--- src/rtl/apwm_pkg.sv ---
package apwm_pkg;

    localparam int ADDR_W = 8;
    localparam int CTL_W  = 16;

    localparam logic [ADDR_W-1:0] OFS_PER_ACT = 8'h08;
    localparam logic [ADDR_W-1:0] OFS_CMP_ACT = 8'h0C;
    localparam logic [ADDR_W-1:0] OFS_PER_SH  = 8'h10;
    localparam logic [ADDR_W-1:0] OFS_CMP_SH  = 8'h14;
    localparam logic [ADDR_W-1:0] OFS_CTL     = 8'h2A;

    localparam int CB_RUN    = 4;
    localparam int CB_SYNC_A = 6;
    localparam int CB_SYNC_B = 7;
    localparam int CB_PWM    = 9;
    localparam int CB_POL    = 10;

    typedef struct packed {
        logic pol;
        logic pwm;
        logic run;
        logic sync_off;
    } ctl_t;

    typedef struct packed {
        logic per_a;
        logic cmp_a;
        logic per_s;
        logic cmp_s;
        logic ctl;
    } wsel_t;

    function automatic ctl_t decode_ctl(logic [CTL_W-1:0] raw);
        ctl_t c;
        c.pol      = raw[CB_POL];
        c.pwm      = raw[CB_PWM];
        c.run      = raw[CB_RUN];
        c.sync_off = raw[CB_SYNC_A] & raw[CB_SYNC_B];
        return c;
    endfunction

    function automatic wsel_t decode_wr(logic en, logic we, logic [ADDR_W-1:0] a);
        wsel_t s;
        logic  w;
        w       = en & we;
        s.per_a = w && (a == OFS_PER_ACT);
        s.cmp_a = w && (a == OFS_CMP_ACT);
        s.per_s = w && (a == OFS_PER_SH);
        s.cmp_s = w && (a == OFS_CMP_SH);
        s.ctl   = w && (a == OFS_CTL);
        return s;
    endfunction

endpackage

--- src/rtl/apwm_regfile.sv ---
module apwm_regfile
    import apwm_pkg::*;
#(
    parameter int CNT_W = 32
) (
    input  logic             clk,
    input  logic             rst,
    input  wsel_t            wsel,
    input  logic [CNT_W-1:0] wdata,
    input  logic             wrap,
    output logic [CNT_W-1:0] per_act,
    output logic [CNT_W-1:0] cmp_act,
    output logic [CNT_W-1:0] per_sh,
    output logic [CNT_W-1:0] cmp_sh,
    output logic [CTL_W-1:0] ctl_raw
);

    logic pending_q;
    logic copy;
    logic sh_wr;

    assign copy  = wrap & pending_q;
    assign sh_wr = wsel.per_s | wsel.cmp_s;

    always_ff @(posedge clk) begin
        if (rst) begin
            per_act   <= '0;
            cmp_act   <= '0;
            per_sh    <= '0;
            cmp_sh    <= '0;
            ctl_raw   <= '0;
            pending_q <= 1'b0;
        end else begin
            if (copy) begin
                per_act <= per_sh;
                cmp_act <= cmp_sh;
            end else begin
                if (wsel.per_a) per_act <= wdata;
                if (wsel.cmp_a) cmp_act <= wdata;
            end
            if (wsel.per_s) per_sh  <= wdata;
            if (wsel.cmp_s) cmp_sh  <= wdata;
            if (wsel.ctl)   ctl_raw <= wdata[CTL_W-1:0];
            if (sh_wr)
                pending_q <= 1'b1;
            else if (copy)
                pending_q <= 1'b0;
        end
    end

endmodule

--- src/rtl/apwm_counter.sv ---
module apwm_counter #(
    parameter int CNT_W = 32
) (
    input  logic             clk,
    input  logic             rst,
    input  logic             run,
    input  logic             restart,
    input  logic [CNT_W-1:0] period,
    output logic [CNT_W-1:0] cnt,
    output logic             wrap
);

    assign wrap = run && (cnt >= period);

    always_ff @(posedge clk) begin
        if (rst)
            cnt <= '0;
        else if (run) begin
            if (wrap || restart)
                cnt <= '0;
            else
                cnt <= cnt + 1'b1;
        end
    end

endmodule

--- src/rtl/apwm_outgen.sv ---
module apwm_outgen
    import apwm_pkg::*;
#(
    parameter int CNT_W = 32
) (
    input  logic [CNT_W-1:0] cnt,
    input  logic [CNT_W-1:0] cmp,
    input  ctl_t             ctl,
    output logic             pwm_out
);

    logic below;

    always_comb begin
        below   = cnt < cmp;
        pwm_out = ctl.pwm & (below ^ ctl.pol);
    end

endmodule

--- src/rtl/apwm_shadow_top.sv ---
module apwm_shadow_top
    import apwm_pkg::*;
#(
    parameter int CNT_W = 32
) (
    input  logic              clk,
    input  logic              rst,
    input  logic              bus_en,
    input  logic              bus_we,
    input  logic [ADDR_W-1:0] bus_addr,
    input  logic [CNT_W-1:0]  bus_wdata,
    output logic [CNT_W-1:0]  bus_rdata,
    input  logic              sync_in,
    output logic              pwm_out
);

    wsel_t            wsel;
    ctl_t             ctl;
    logic [CTL_W-1:0] ctl_raw;
    logic [CNT_W-1:0] per_act, cmp_act, per_sh, cmp_sh, cnt_q;
    logic             wrap;
    logic             restart;

    assign wsel    = decode_wr(bus_en, bus_we, bus_addr);
    assign ctl     = decode_ctl(ctl_raw);
    assign restart = sync_in & ~ctl.sync_off;

    apwm_regfile #(.CNT_W(CNT_W)) u_regs (
        .clk(clk), .rst(rst), .wsel(wsel), .wdata(bus_wdata), .wrap(wrap),
        .per_act(per_act), .cmp_act(cmp_act), .per_sh(per_sh), .cmp_sh(cmp_sh),
        .ctl_raw(ctl_raw)
    );

    apwm_counter #(.CNT_W(CNT_W)) u_cnt (
        .clk(clk), .rst(rst), .run(ctl.run), .restart(restart),
        .period(per_act), .cnt(cnt_q), .wrap(wrap)
    );

    apwm_outgen #(.CNT_W(CNT_W)) u_out (
        .cnt(cnt_q), .cmp(cmp_act), .ctl(ctl), .pwm_out(pwm_out)
    );

    always_comb begin
        bus_rdata = '0;
        if (bus_en && !bus_we) begin
            case (bus_addr)
                OFS_PER_ACT: bus_rdata = per_act;
                OFS_CMP_ACT: bus_rdata = cmp_act;
                OFS_PER_SH:  bus_rdata = per_sh;
                OFS_CMP_SH:  bus_rdata = cmp_sh;
                OFS_CTL:     bus_rdata = CNT_W'(ctl_raw);
                default:     bus_rdata = '0;
            endcase
        end
    end

endmodule

--- config.mk ---
export PLATFORM = sky130hd
export DESIGN_NAME = apwm_shadow_top
export DESIGN_NICKNAME = d
export VERILOG_FILES = /design/src/rtl/apwm_pkg.sv /design/src/rtl/apwm_regfile.sv /design/src/rtl/apwm_counter.sv /design/src/rtl/apwm_outgen.sv /design/src/rtl/apwm_shadow_top.sv
export SDC_FILE = /design/constraint.sdc
export NUM_CORES = 1
export LEC_CHECK = 0
export CAP_MARGIN = 20
export CORE_ASPECT_RATIO = 0.9
export CORE_MARGIN = 2
export CORE_UTILIZATION = 40
export CTS_CLUSTER_SIZE = 12
export DETAILED_ROUTE_END_ITERATION = 7
export PLACE_DENSITY_LB_ADDON = 0.05
export REMOVE_ABC_BUFFERS = 1
export SETUP_SLACK_MARGIN = 0.2
export SKIP_LAST_GASP = 1
export SLEW_MARGIN = 30
export SYNTH_ARGS = -nofsm -noshare
export SYNTH_HDL_FRONTEND = slang
export SYNTH_HIERARCHICAL = 1
export SYNTH_SLANG_ARGS = --single-unit
--- constraint.sdc ---
create_clock -name clk -period 2.9 [get_ports clk]
set_clock_uncertainty 0.15 [all_clocks]
set_input_delay 0.58 -clock clk [delete_from_list [all_inputs] [get_ports clk]]
set_output_delay 0.58 -clock clk [all_outputs]
set_load 0.005 [all_outputs]
[Word-level counts from Yosys, hierarchy flattened]
Cells that the tools add are included.
Word-level totals
  flip-flop bits (word level): 177
  input bits: 45
  output and inout bits: 33
  logic and storage cells: 44
Operators by class
  $add $sub $neg: 1
  magnitude comparators: 2
  eq/ne operators: 5
  muxes and demuxes: 9
  bitwise operators: 8
  reduce and logical (&&, ||, !) cells: 12
Operators with widths (count)
  $mux W32: 6
  $pmux W32 S5: 1
  $add A32 B1 Y32 const B: 1
  $ge A32 B32 Y1: 1
  $lt A32 B32 Y1: 1
  $eq A8 B4 Y1 const B: 2
  $eq A8 B5 Y1 const B: 2
  $eq A8 B6 Y1 const B: 1
  $logic_and A1 B1 Y1: 7
  $reduce_bool A2 Y1: 3
  $and A1 B1 Y1: 5
  $mux W1: 2
  $logic_not A1 Y1: 1
  $logic_or A1 B1 Y1: 1
  $not A1 Y1: 1
  $or A1 B1 Y1: 1
  $xor A1 B1 Y1: 1

[Longest topological paths before layout]
  depth in word-level cells: 5
  mapped depth: 12
  gate-level depth less buffers: 9

[Cells and area by module]
The synthesis kept the hierarchy.
Modules (own cells, without submodules)
  apwm_regfile: instances 1, cells an instance 555, area each 6431.2 µm², seq. area each 2902.8 µm²
  apwm_counter: instances 1, cells an instance 317, area each 2451.1 µm², seq. area each 640.6 µm²
  apwm_shadow_top: instances 1, cells an instance 187, area each 1268.7 µm², seq. area each 0.0 µm²
  apwm_outgen: instances 1, cells an instance 107, area each 823.3 µm², seq. area each 0.0 µm²

[Least setup slack after synthesis]
No wires, ideal clock.
  path type: flip-flop to flip-flop
  start point: register u_regs.per_act[14]
  end point: register u_regs.cmp_act[31]
  setup time: 0.079 ns
  arrival: 2.501 ns
  data required time: 2.671 ns
  path slack: 0.170 ns
  stages on the path, launching flop included: 13
  buffers on the path: 3
  clock period less this slack: 2.730 ns
  cell sequence: dfxtp_1 -> inv_1 -> ha_1 -> nand4_1 -> nor3_1 -> or4b_4 -> a31oi_4 -> o21a_4 -> buf_6 -> buf_6 -> nand2_4 -> buf_6 -> a211oi_2
Between the ends
  cells in the longest elaborated chain, start to end: 4
  elaborated cells on any way between the ends: 5
  classes of those cells: order compare: 1; mux: 1; bitwise: 1; reduce/logical: 2
Ends and longest elaborated chain
  start, declared: line apwm_regfile.sv:11  | output logic [CNT_W-1:0] per_act,
  start signal, assigned: line apwm_regfile.sv:35  | per_act <= per_sh;
  start signal, assigned: line apwm_regfile.sv:38  | if (wsel.per_a) per_act <= wdata;
  $ge A32 B32 Y1 *: line apwm_counter.sv:13  | assign wrap = run && (cnt >= period);
  $logic_and A1 B1 Y1 *: line apwm_counter.sv:13
  named net wrap: line apwm_shadow_top.sv:21  | logic wrap;
  $and A1 B1 Y1 *: line apwm_regfile.sv:22  | assign copy = wrap & pending_q;
  $mux W32 / $reduce_bool A2 Y1 (equally long branches)
  end signal, assigned: line apwm_regfile.sv:36  | cmp_act <= cmp_sh;
  end signal, assigned: line apwm_regfile.sv:39  | if (wsel.cmp_a) cmp_act <= wdata;
  end, declared: line apwm_regfile.sv:12  | output logic [CNT_W-1:0] cmp_act,
The timed path passes the listed nets; every way through them passes the cells marked *.
A chain may end at the register's enable or synchronous reset.

[Final worst setup path]
  start point: register u_regs.cmp_act[5]
  end point: output port pwm_out
Between the ends
  cells in the longest elaborated chain, start to end: 3
Ends and longest elaborated chain
  $lt A32 B32 Y1: line apwm_outgen.sv:15  | below = cnt < cmp;
  $xor A1 B1 Y1: line apwm_outgen.sv:16  | pwm_out = ctl.pwm & (below ^ ctl.pol);
  $and A1 B1 Y1: line apwm_outgen.sv:16
  end, declared: line apwm_shadow_top.sv:14  | output logic pwm_out
Every way passes these cells.

==> metrics <==
Post-synth EDFFs 0; DRC viols 0; Post-Syn Area per Cell 9.41 um^2; fmax between 300 and 400 MHz; Critical Path Sink Type primary output; max cap viols 0; commonest non-fill, non-tap cell in the layout mux2i_1; CTS Buffer Depth 2; core area 27000 um^2; Total GRT Usage 27.4%; worst path cell trace inv_1 -> ha_4 -> a41o_1 -> a21oi_2 -> o31ai_4 -> a211o_1 -> a31oi_4 -> mux2i_1 -> buf_2; hold depth 2; status complete, but fails checks; Tmin final 3.23 ns; Post-CTS Hold Buffers 0; total grt overflow 0; nets 1554; die width 179 um; clk sinks 177; setup_tns -11.97 ns; critical path class flop to primary output; Synth Warn # 6; stages on the worst setup path 9; Fin. Hold Viols 0; antenna-violating nets left 0; CTS tree done; DR WL/cell 22.0 um; share of layout cells above drive strength 1 about two fifths; vias in the first global route between 9000 and 10000; post-synth design cell area 11000 um^2; number of synthesized register bits 177; GPL Wtd Cong 0.828; DP Wirelength 24.4 mm; layout overhead on the synthesized area 47.2%; # diodes 0; final hold slack 0.350 ns; slowest cell on the critical path a211o_1; H-tree depth 4; I/O Pins 78; largest net degree at the start of global routing 47; Vias per Instance around 5.6; cells on worst reg2reg path 15; drt total wl between 30 and 40 mm; CP startpoint kind flop; Final setup viols 92; Post-synth top flop dfxtp_1; FP Rows 57; Tightest Pin Transition a little under 0.8 ns; Root Buffer clkbuf_16; Worst-Skew Late Latency 0.45 ns; required time worst endpoint 2.17 ns; total CTS buffers 17; Power Density about 310 nW/um^2; Max Slew Vio Count 0; Cells after Synth approximately 1200; Seq/Total Area, Yosys 32.3%; die height 161 um; Worst EP arrival around 2.5 ns; routed vias 10100; Worst path top cell family by delay compound AO/OA/AOI/OAI gates; initial core utilization 40.7%; CP bufs+invs 2; DRT iter0 DRCs 812; CP max stage delay 0.37 ns; VDD IR-drop max ~0.33 mV; failing checks negative setup slack; final period utilization 111%; Worst-path clk slew 0.08 ns; Lkg Pwr roughly 6.1 nW; first-pass GRT wire length approximately 59 mm; DRT Pass-1 Iters 5; RSZ-0062 raised after global routing true; worst hold-check path type flop to flop; async set-reset flop share out of synthesis 0%; Util after Layout 59.9%; number of port buffers 77; antenna violations before repair 1; die area 28800 um^2; fin worst setup slack -0.331 ns; Cell variety after synth between 60 and 70; leading cell types in the layout, fill and taps excluded mux2i_1, buf_4, dfxtp_1; CP max FO 2; relative slew slack between 40% and 50%
what timing repair did:
item,in CTS,in global routing
pin swaps,89,87
gates cloned,18,0
endpoints found under the setup margin,128,129
gates resized for setup,332,152
setup buffers,69,23
worst paths after layout:
check / startpoint / to / slack, ns
max reg2reg: u_cnt/cnt[26]$_SDFFE_PP0P_ / u_regs/per_act[16]$_SDFFE_PP0P_ / -0.28
min reg2reg: u_regs/ctl_raw[3]$_SDFFE_PP0P_ / u_regs/ctl_raw[3]$_SDFFE_PP0P_ / 0.35
max: u_regs/cmp_act[5]$_SDFFE_PP0P_ / pwm_out / -0.33
min: u_regs/ctl_raw[3]$_SDFFE_PP0P_ / u_regs/ctl_raw[3]$_SDFFE_PP0P_ / 0.35
cell usage after synthesis, types with 2 or more instances:
| library cell | instances | area share [%] |
|---|---|---|
| a211oi_1 | 4 | 0.27 |
| nor2_1 | 133 | 4.5 |
| nor2b_1 | 4 | 0.23 |
| nor4_1 | 13 | 0.74 |
| o21a_1 | 3 | 0.21 |
| a21o_1 | 6 | 0.41 |
| a222oi_1 | 4 | 0.36 |
| nand3_1 | 16 | 0.73 |
| a22o_1 | 24 | 1.9 |
| a2bb2oi_1 | 5 | 0.40 |
| nand2_1 | 66 | 2.3 |
| ha_1 | 64 | 7.3 |
| and2_1 | 5 | 0.29 |
| a22oi_1 | 34 | 2.3 |
| o21ai_0 | 8 | 0.36 |
| mux2i_1 | 152 | 14 |
| a221o_1 | 2 | 0.18 |
| and3_1 | 7 | 0.40 |
| clkbuf_1 | 24 | 0.82 |
| xnor2_1 | 12 | 0.96 |
| nand4_1 | 16 | 0.91 |
| nand2b_1 | 6 | 0.34 |
| a21oi_1 | 44 | 2.0 |
| a211o_1 | 3 | 0.24 |
| or4b_4 | 2 | 0.25 |
| inv_1 | 70 | 2.4 |
| buf_4 | 11 | 0.75 |
| xor2_1 | 17 | 1.4 |
| buf_6 | 19 | 1.9 |
| or3_1 | 2 | 0.11 |
| nor3_1 | 11 | 0.50 |
| buf_8 | 2 | 0.27 |
| o21ai_1 | 2 | 0.091 |
| a221oi_1 | 2 | 0.16 |
| buf_2 | 25 | 1.1 |
| mux2_2 | 5 | 0.51 |
| nor4b_1 | 2 | 0.16 |
| a211oi_2 | 60 | 6.8 |
| dfxtp_1 | 177 | 32 |
| o22a_1 | 7 | 0.56 |
| and3b_1 | 64 | 5.1 |
| and4_1 | 6 | 0.48 |
metal layers:
layer  track usage (%)  up-vias  wire [um]
met5                 0        -          0
met3              4.07       28       2300
met4              5.73        0        709
met2              41.4      291      17500
met1              41.2     4951      19300
li1                  -     4795          -
kinds of logic after synthesis:
logic type | synth area share [%]
AOI/OAI and AO/OA | 17.5
xor gates and xnor gates | 2.31
adders and majority gates | 7.30
buffers and inverters | 7.55
DFF | 32.3
muxes | 14.4
and+or+nand+nor | 18.7
worst register-to-register path, cell delays in order, from the launching register on:
cell and delay [ns]:
dfxtp_2 0.35, buf_6 0.12, buf_6 0.11, ha_4 0.21, nand4_1 0.17, nor2_1 0.08, a221o_1 0.33, a211o_1 0.34
o21a_4 0.26, buf_6 0.12, buf_12 0.13, buf_12 0.13, buf_12 0.12, buf_16 0.13, and3b_1 0.17, a211oi_2 0.18
flip-flops by register name (all words and copies together) (netlist names):
register          count
u_regs/ctl_raw       16
u_regs/per_sh        32
u_regs/cmp_sh        32
u_regs/per_act       32
u_regs/cmp_act       32
u_regs/pending_q      1
u_cnt/cnt            32
stage by stage:
step                cell area [um^2]  std cells  power, mW  worst slack (ns)
floorplan                      10400       1083       2.53             -2.86
global placement               13100       1671       2.75            -0.741
detailed placement             13100       1671       2.75            -0.742
CTS                            15500       1790       5.08            -0.342
global route                   16200       1812       5.22            -0.467
finish                         16200       1812       5.06            -0.331
area by class of cell:
cell class                 count  area (um^2)
sequential                   177         3600
multi-input combinational    836         7460
tap                          354          443
clock buffer                  18          429
fill                        2292        10800
clock inverter                14          141
inverter                      70          273
timing repair buffer         343         3800
power breakdown:
| part | switching, mW | leakage [nW] | total, mW | internal (mW) |
|---|---|---|---|---|
| clock | 1.17 | 0.275 | 2.31 | 1.15 |
| sequential | 0.00154 | 1.45 | 2.43 | 2.42 |
| combinational | 0.175 | 4.43 | 0.324 | 0.149 |
Note: power is estimated with default switching activity, not from simulation.
